--- src/rtl/dice_pkg.sv ---
package dice_pkg;
  parameter int unsigned DIE_W = 3;
  parameter int unsigned SUM_W = 4;

  typedef enum logic [2:0] {
    ST_FIRST = 3'd0,
    ST_WAIT  = 3'd1,
    ST_NEXT  = 3'd2,
    ST_WIN   = 3'd3,
    ST_LOSE  = 3'd4
  } game_st_e;
endpackage

--- src/rtl/dice_rst_sync.sv ---
module dice_rst_sync #(
  parameter int unsigned STAGES = 2
) (
  input  logic clk,
  input  logic arst_n,
  output logic srst_n
);
  logic [STAGES-1:0] sync_q;

  generate
    if (STAGES == 1) begin : g_one
      always_ff @(posedge clk or negedge arst_n) begin
        if (!arst_n) sync_q <= '0;
        else         sync_q <= 1'b1;
      end
    end else begin : g_chain
      always_ff @(posedge clk or negedge arst_n) begin
        if (!arst_n) sync_q <= '0;
        else         sync_q <= {sync_q[STAGES-2:0], 1'b1};
      end
    end
  endgenerate

  assign srst_n = sync_q[STAGES-1];
endmodule

--- src/rtl/dice_sum_eval.sv ---
module dice_sum_eval #(
  parameter int unsigned DIE_W = 3,
  parameter int unsigned SUM_W = 4
) (
  input  logic [DIE_W-1:0] die_a,
  input  logic [DIE_W-1:0] die_b,
  input  logic [SUM_W-1:0] point,
  output logic [SUM_W-1:0] sum,
  output logic             is_seven,
  output logic             is_natural,
  output logic             is_craps,
  output logic             eq_point
);
  localparam logic [SUM_W-1:0] K2  = SUM_W'(2);
  localparam logic [SUM_W-1:0] K3  = SUM_W'(3);
  localparam logic [SUM_W-1:0] K7  = SUM_W'(7);
  localparam logic [SUM_W-1:0] K11 = SUM_W'(11);
  localparam logic [SUM_W-1:0] K12 = SUM_W'(12);

  always_comb begin
    sum        = SUM_W'(die_a) + SUM_W'(die_b);
    is_seven   = (sum == K7);
    is_natural = (sum == K7) || (sum == K11);
    is_craps   = (sum == K2) || (sum == K3) || (sum == K12);
    eq_point   = (point != '0) && (sum == point);
  end

  // a seven is always among the natural sums and never craps
  always_comb begin
    if (is_seven) begin
      a_seven_natural_r5: assert (is_natural && !is_craps);
    end
  end
endmodule

--- src/rtl/dice_point_reg.sv ---
module dice_point_reg #(
  parameter int unsigned SUM_W = 4
) (
  input  logic             clk,
  input  logic             rst_n,
  input  logic             load,
  input  logic [SUM_W-1:0] d,
  output logic [SUM_W-1:0] q
);
  logic [SUM_W-1:0] q_nxt;

  always_comb begin
    q_nxt = q;
    if (load) q_nxt = d;
  end

  always_ff @(posedge clk or negedge rst_n) begin
    if (!rst_n) q <= '0;
    else        q <= q_nxt;
  end

  p_point_hold_r6: assert property (@(posedge clk) disable iff (!rst_n)
    !load |=> $stable(q));
endmodule

--- src/rtl/dice_fsm.sv ---
module dice_fsm
  import dice_pkg::*;
(
  input  logic clk,
  input  logic rst_n,
  input  logic btn,
  input  logic is_seven,
  input  logic is_natural,
  input  logic is_craps,
  input  logic eq_point,
  output logic cnt_en,
  output logic pt_store,
  output logic win,
  output logic lose
);
  game_st_e state, state_nxt;
  logic     btn_q;
  logic     release_w;

  assign release_w = btn_q && !btn;

  always_comb begin
    state_nxt = state;
    pt_store  = 1'b0;
    case (state)
      ST_FIRST: if (release_w) begin
        if (is_natural)    state_nxt = ST_WIN;
        else if (is_craps) state_nxt = ST_LOSE;
        else begin
          state_nxt = ST_WAIT;
          pt_store  = 1'b1;
        end
      end
      ST_WAIT: if (btn) state_nxt = ST_NEXT;
      ST_NEXT: if (release_w) begin
        if (eq_point)      state_nxt = ST_WIN;
        else if (is_seven) state_nxt = ST_LOSE;
        else               state_nxt = ST_WAIT;
      end
      ST_WIN:  state_nxt = ST_WIN;
      ST_LOSE: state_nxt = ST_LOSE;
      default: state_nxt = ST_FIRST;
    endcase
  end

  always_ff @(posedge clk or negedge rst_n) begin
    if (!rst_n) begin
      state <= ST_FIRST;
      btn_q <= 1'b0;
    end else begin
      state <= state_nxt;
      btn_q <= btn;
    end
  end

  assign win    = (state == ST_WIN);
  assign lose   = (state == ST_LOSE);
  assign cnt_en = btn && !win && !lose;

  p_win_sticky_r9: assert property (@(posedge clk) disable iff (!rst_n)
    win |=> win);
  p_lose_sticky_r9: assert property (@(posedge clk) disable iff (!rst_n)
    lose |=> lose);
  p_store_once_r3: assert property (@(posedge clk) disable iff (!rst_n)
    pt_store |=> (!pt_store && !win && !lose));
  p_no_eval_held_r8: assert property (@(posedge clk) disable iff (!rst_n)
    (state == ST_FIRST && btn) |=> (!win && !lose));
endmodule

--- src/rtl/dice_ctrl.sv ---
module dice_ctrl
  import dice_pkg::*;
#(
  parameter int unsigned RST_STAGES = 2
) (
  input  logic             clk,
  input  logic             rst_n,
  input  logic             roll_btn,
  input  logic [DIE_W-1:0] die_a,
  input  logic [DIE_W-1:0] die_b,
  output logic             cnt_en,
  output logic             pt_store,
  output logic             win,
  output logic             lose
);
  logic             rst_i_n;
  logic [SUM_W-1:0] sum;
  logic [SUM_W-1:0] point;
  logic             is_seven, is_natural, is_craps, eq_point;

  dice_rst_sync #(.STAGES(RST_STAGES)) i_rst_sync (
    .clk(clk), .arst_n(rst_n), .srst_n(rst_i_n)
  );

  dice_sum_eval #(.DIE_W(DIE_W), .SUM_W(SUM_W)) i_sum_eval (
    .die_a(die_a), .die_b(die_b), .point(point), .sum(sum),
    .is_seven(is_seven), .is_natural(is_natural), .is_craps(is_craps),
    .eq_point(eq_point)
  );

  dice_point_reg #(.SUM_W(SUM_W)) i_point_reg (
    .clk(clk), .rst_n(rst_i_n), .load(pt_store), .d(sum), .q(point)
  );

  dice_fsm i_fsm (
    .clk(clk), .rst_n(rst_i_n), .btn(roll_btn),
    .is_seven(is_seven), .is_natural(is_natural), .is_craps(is_craps),
    .eq_point(eq_point), .cnt_en(cnt_en), .pt_store(pt_store),
    .win(win), .lose(lose)
  );

  p_one_outcome_r11: assert property (@(posedge clk) disable iff (!rst_i_n)
    !(win && lose));
  p_cnt_off_done_r7: assert property (@(posedge clk) disable iff (!rst_i_n)
    (win || lose) |-> !cnt_en);
endmodule

--- config.mk ---
export PLATFORM = sky130hd
export DESIGN_NAME = dice_ctrl
export DESIGN_NICKNAME = d
export VERILOG_FILES = /design/src/rtl/dice_pkg.sv /design/src/rtl/dice_rst_sync.sv /design/src/rtl/dice_sum_eval.sv /design/src/rtl/dice_point_reg.sv /design/src/rtl/dice_fsm.sv /design/src/rtl/dice_ctrl.sv
export SDC_FILE = /design/constraint.sdc
export NUM_CORES = 1
export LEC_CHECK = 0
export CAP_MARGIN = 20
export CORE_MARGIN = 10
export CORE_UTILIZATION = 28
export CTS_CLUSTER_DIAMETER = 40
export DETAILED_ROUTE_END_ITERATION = 16
export PLACE_DENSITY = 0.56
export SYNTH_ARGS = -nofsm -noshare
export SYNTH_HDL_FRONTEND = slang
export SYNTH_SLANG_ARGS = --single-unit
export TNS_END_PERCENT = 5
--- constraint.sdc ---
create_clock -name clk -period 3.1 [get_ports clk]
set_input_delay 0.62 -clock clk [delete_from_list [all_inputs] [get_ports clk]]
set_output_delay 0.62 -clock clk [all_outputs]
set_load 0.005 [all_outputs]
After elaboration in Yosys (flattened, before gate mapping):

Cells that the tools add are included.

* logic and storage cells: 43
* flip-flop bits (word level): 10

* reduce and logical (&&, ||, !) cells: 13
* eq/ne operators: 13
* add/subtract/negate cells: 1
* muxes and demuxes: 12

Operators with widths (count)
* $mux 3: 7
* $pmux 3 s5: 1
* $eq 4x2->1 const B: 2
* $eq 4x4->1 const B: 2
* $eq 3x2->1 const B: 2
* $add 3x3->4: 1
* $eq 4x3->1 const B: 1
* $eq 4x4->1: 1
* $logic_and 1x1->1: 4
* $mux 1: 4
* $ne 2x1->1 const B: 2
* $reduce_bool 4->1: 1
* $eq 3x1->1 const B: 1
* $eq 3x3->1 const B: 1
* $logic_not 1->1: 3
* $logic_not 3->1: 1
* $logic_or 1x1->1: 3
* $reduce_and 3->1: 1
* $ne 2x2->1 const B: 1

Depth between registers and ports, before layout:

* depth after elaboration: 8
* mapped depth: 6
* mapped depth without buffers: 6

Cells and area by module:

From an unflattened synthesis, not the netlist that was laid out.

* cell total of the unflattened synthesis: 68
* area, all modules: 686.9 um2

By module, submodules not included
* dice_fsm: sequential area each 100.1 um2, times used 1, cells an instance 32, area an instance 287.8 um2
* dice_sum_eval: sequential area each 0.0 um2, times used 1, cells an instance 25, area an instance 200.2 um2
* dice_point_reg: sequential area each 100.1 um2, times used 1, cells an instance 8, area an instance 145.1 um2
* dice_rst_sync: sequential area each 50.0 um2, times used 1, cells an instance 3, area an instance 53.8 um2

Least setup slack after synthesis:

Ideal clock, no wire load.

* kind: input -> output
* start point: in die_a[0]
* end point: out pt_store
* arrival time: 2.230 ns
* path slack: 0.250 ns
* stages: 6
* required time: 2.480 ns
* path buffers: 0
* cell sequence: ha_1 -> fa_1 -> xnor2_1 -> a211oi_1 -> a21o_1 -> a21oi_1

* longest elaborated chain between the ends: 8
* elaborated cells on any way between the ends: 13
* classes of those cells: add/sub (1); eq/ne (5); mux (4); reduce/logical (3)

RTL lines
* start: declaration: line dice_ctrl.sv:9 `input logic [DIE_W-1:0] die_a,`
* $add 3x3->4 (*): line dice_sum_eval.sv:21 `sum = SUM_W'(die_a) + SUM_W'(die_b);`
* $eq 4x2->1: line dice_sum_eval.sv:24 `is_craps = (sum == K2) || (sum == K3) || (sum == K12);`
* $logic_or 1x1->1 (2 in a row): line dice_sum_eval.sv:24
* $mux 1: line dice_fsm.sv:28 `else if (is_craps) state_nxt = ST_LOSE;`
* $mux 1 (*): line dice_fsm.sv:27 `if (is_natural) state_nxt = ST_WIN;`
* $mux 1 (*): line dice_fsm.sv:26 `ST_FIRST: if (release_w) begin`
* $mux 1 (*): line dice_fsm.sv:25 `case (state)`
* end: declaration: line dice_ctrl.sv:12 `output logic pt_store,`

Mark *: on every way between the ends. The rest lies on a longest branch, timed or not.

Final worst setup path:

* start point: in die_a[2]
* end point: out pt_store

The elaborated chain is that of the path after synthesis.

==> out/qor.yml <==
status:
  status: "finished clean"
global_route:
  grt_pass1_vias: 943
  grt_pass1_wl_um: 4060
  gr-total-overflow: 0
  antenna_found_initial: 0
  grt_max_degree: 9
  grt_usage_pct: 9.06
logic_synthesis:
  syn_area_per_cell_um2: 9.18
  yosys_warnings: 0
  yosysSeqAreaShare_pct: 30.6
  async_flop_share_pct: 100
  synthDistinctLibCells: 42
  yosysTopAreaCell: "dfrtp_1"
  synth_common_cells: "dfrtp_1 (10), a21oi_1 (6), o31ai_1 (6)"
  synth_area_um2: 817
  synth_top_area_share_pct: 30.6
  ys_ff_latch: 10
  mappedNetlistNets: 102
  synthTopCellsByArea: "dfrtp_1 (31%), o31ai_1 (5.5%), ha_1 (4.6%), a21oi_1 (3.7%), a211oi_1 (3.7%)"
  ys.flop_type: "dfrtp_1"
  synth.most_common_cell: "dfrtp_1"
  synth_edf_count: 0
  syn_inst: 89
cts:
  tritoncts: "yes"
  cts_hold_buffers: 0
  clockRootBuffer: "clkbuf_4"
  htreeDepth: 1
  cts_inserted_buffers: 3
  clockBufferDepth: 2
  cts_sinks: 10
  path_clk_slew_ps: 60
  clkLatencyLatePin_ps: 260
setup_path:
  crit_required_ps: 2480
  cp_max_fo: 6
  criticalPathCategory: "primary input to output pin"
  setup.worst_path.end_class: "output pin"
  cp.arrival_ps: 2390
  r2r_cells: 5
  start_kind: "primary input"
power_and_ir_drop:
  power_mw: 0.653
  leakage_nw: 0.536
  peakVddDrop_v: 0.000308
  power_density_nw_per_um2: 547
die:
  die_x_um: 74.0
  dieArea_um2: 5480
  initial_core_util_pct: 29.4
  die_y_um: 74.0
  core_um2: 2780
  ios: 13
  row_count: 19
drt:
  dr_wl_met2_um: 1230
  top_layer: "met4"
  firstDrtPassIters: 4
  met3_length_um: 52
  routedWlPerCell_um: 14.9
  wl_met1_um: 1050
  drtIter0Drc: 26
  viasPerCell: 5.42
  wl_um: 2360
  num_vias: 857
  post-route-drc-count: 0
  antenna_left: 0
sta:
  max-slew-margin-rel_pct: 61.6
  fin_crit_sh_pct: 97.1
  drv_slew: 0
  rsz0062_at_grt: "no"
  tightest_slew_ps: 571
  max_freq_ghz: 0.332
  hold_viol_final: 0
  timing.final.crit_period_ps: 3010
  setup_violations: 0
  clock_skew_ps: 2.82
layout:
  drive_gt1_share_pct: 30.7
  area_growth_pct: 46.1
  fin_nets: 141
  fin_cells: 158
  n_fill_cell: 273
  n_antenna_cell: 0
placed_design:
  dp_cells: 152
  io_buffers: 12
  hpwl_um: 1930
  place_congestion: 0.957
hold_path:
  hp-class: "flip-flop to async pin"
flow_run:
  drv_cap: 0
-- repair_timing --
item,4_1_cts,5_1_grt
buffers inserted,2,0
gates resized for setup,11,1
pin swaps,5,1
setup endpoints to repair,1,1
-- area by class of cell --
class	instances	area (um2)	share of cell area (%)
clock buffer	4	36.3	3.04
sequential	10	250	21.0
tap	31	38.8	3.25
inverter	4	15.0	1.26
multi-input combinational	72	551	46.1
timing repair buffer	37	303	25.4
-- report_power, final --
part           internal (mW)  total (mW)  leakage (nW)  switching [mW]
clock                 0.0712       0.113        0.0210          0.0415
combinational          0.175       0.335         0.391           0.161
sequential             0.161       0.205         0.124          0.0440
-- path summary, 6_finish.rpt --
| check | from | end | slack [ps] |
|---|---|---|---|
| max in group asynchronous | rst_n | i_rst_sync.sync_q[0] | 2470 |
| hold reg to reg | i_rst_sync.sync_q[1] | i_fsm.state[1] | 130 |
| setup / recovery | die_a[2] | pt_store | 90 |
| setup reg to reg | i_fsm.state[0] | i_point_reg.q[2] | 1210 |
| min in group clk | i_rst_sync.sync_q[0] | i_rst_sync.sync_q[1] | 350 |
| hold / removal | i_rst_sync.sync_q[1] | i_fsm.state[1] | 130 |
-- worst max-delay path: stages --
cell and delay, ps:
clkdlybuf4s50_1 400, ha_1 390, buf_4 180, a21o_2 190, nor2_1 180, maj3_2 250, a21oi_2 60, buf_2 120
-- kinds of logic after synthesis --
logic type                 synth area share, %
DFF                                       30.6
other                                    0.459
adders and majority gates                 8.27
and+or+nand+nor                           19.5
buffers and inverters                     4.13
xor gates and xnor gates                  7.20
AOI/OAI and AO/OA                         29.9
-- per-stage QoR --
| stage | hold slack, ps | utilization, % | setup WS, ps | instance area [um2] | setup TNS (ps) |
|---|---|---|---|---|---|
| floorplan | 94.6 | - | 250 | 817 | 0 |
| global placement | 133 | 40.6 | -566 | 1130 | -661 |
| detailed placement | 135 | 40.6 | -607 | 1130 | -835 |
| CTS | 138 | 42.8 | 48.1 | 1190 | 0 |
| global route | 158 | 42.9 | 16.7 | 1190 | 0 |
| finish | 126 | 42.9 | 88.7 | 1190 | 0 |
-- sequential cells by signal, summed over array words and instances, names as in the netlist --
register	count
i_fsm.state	3
i_fsm.btn_q	1
i_point_reg.q	4
i_rst_sync.sync_q	2
-- layout by cell type, fill, tap and decap left out, types with 2 or more instances in the layout --
master,n
a211oi_1,4
o21ai_0,2
clkbuf_4,3
inv_1,4
a21o_1,3
dlygate4sd2_1,2
buf_4,25
a21oi_1,5
o31ai_1,6
nor3b_1,3
o32ai_1,2
nand3_1,2
xor2_1,3
nor4_1,2
nand2_1,4
dfrtp_1,10
a221oi_1,2
ha_1,2
clkdlybuf4s50_1,8
nor3_1,3
o21bai_1,2
nor2_1,3
-- routing by layer --
layer | vias to the layer above | GRT usage, %
met5 | - | 0
met4 | 0 | 3.73
met3 | 2 | 1.20
met2 | 9 | 16.8
met1 | 423 | 10.1
li1 | 423 | -
(Power assumes the default switching activity.)
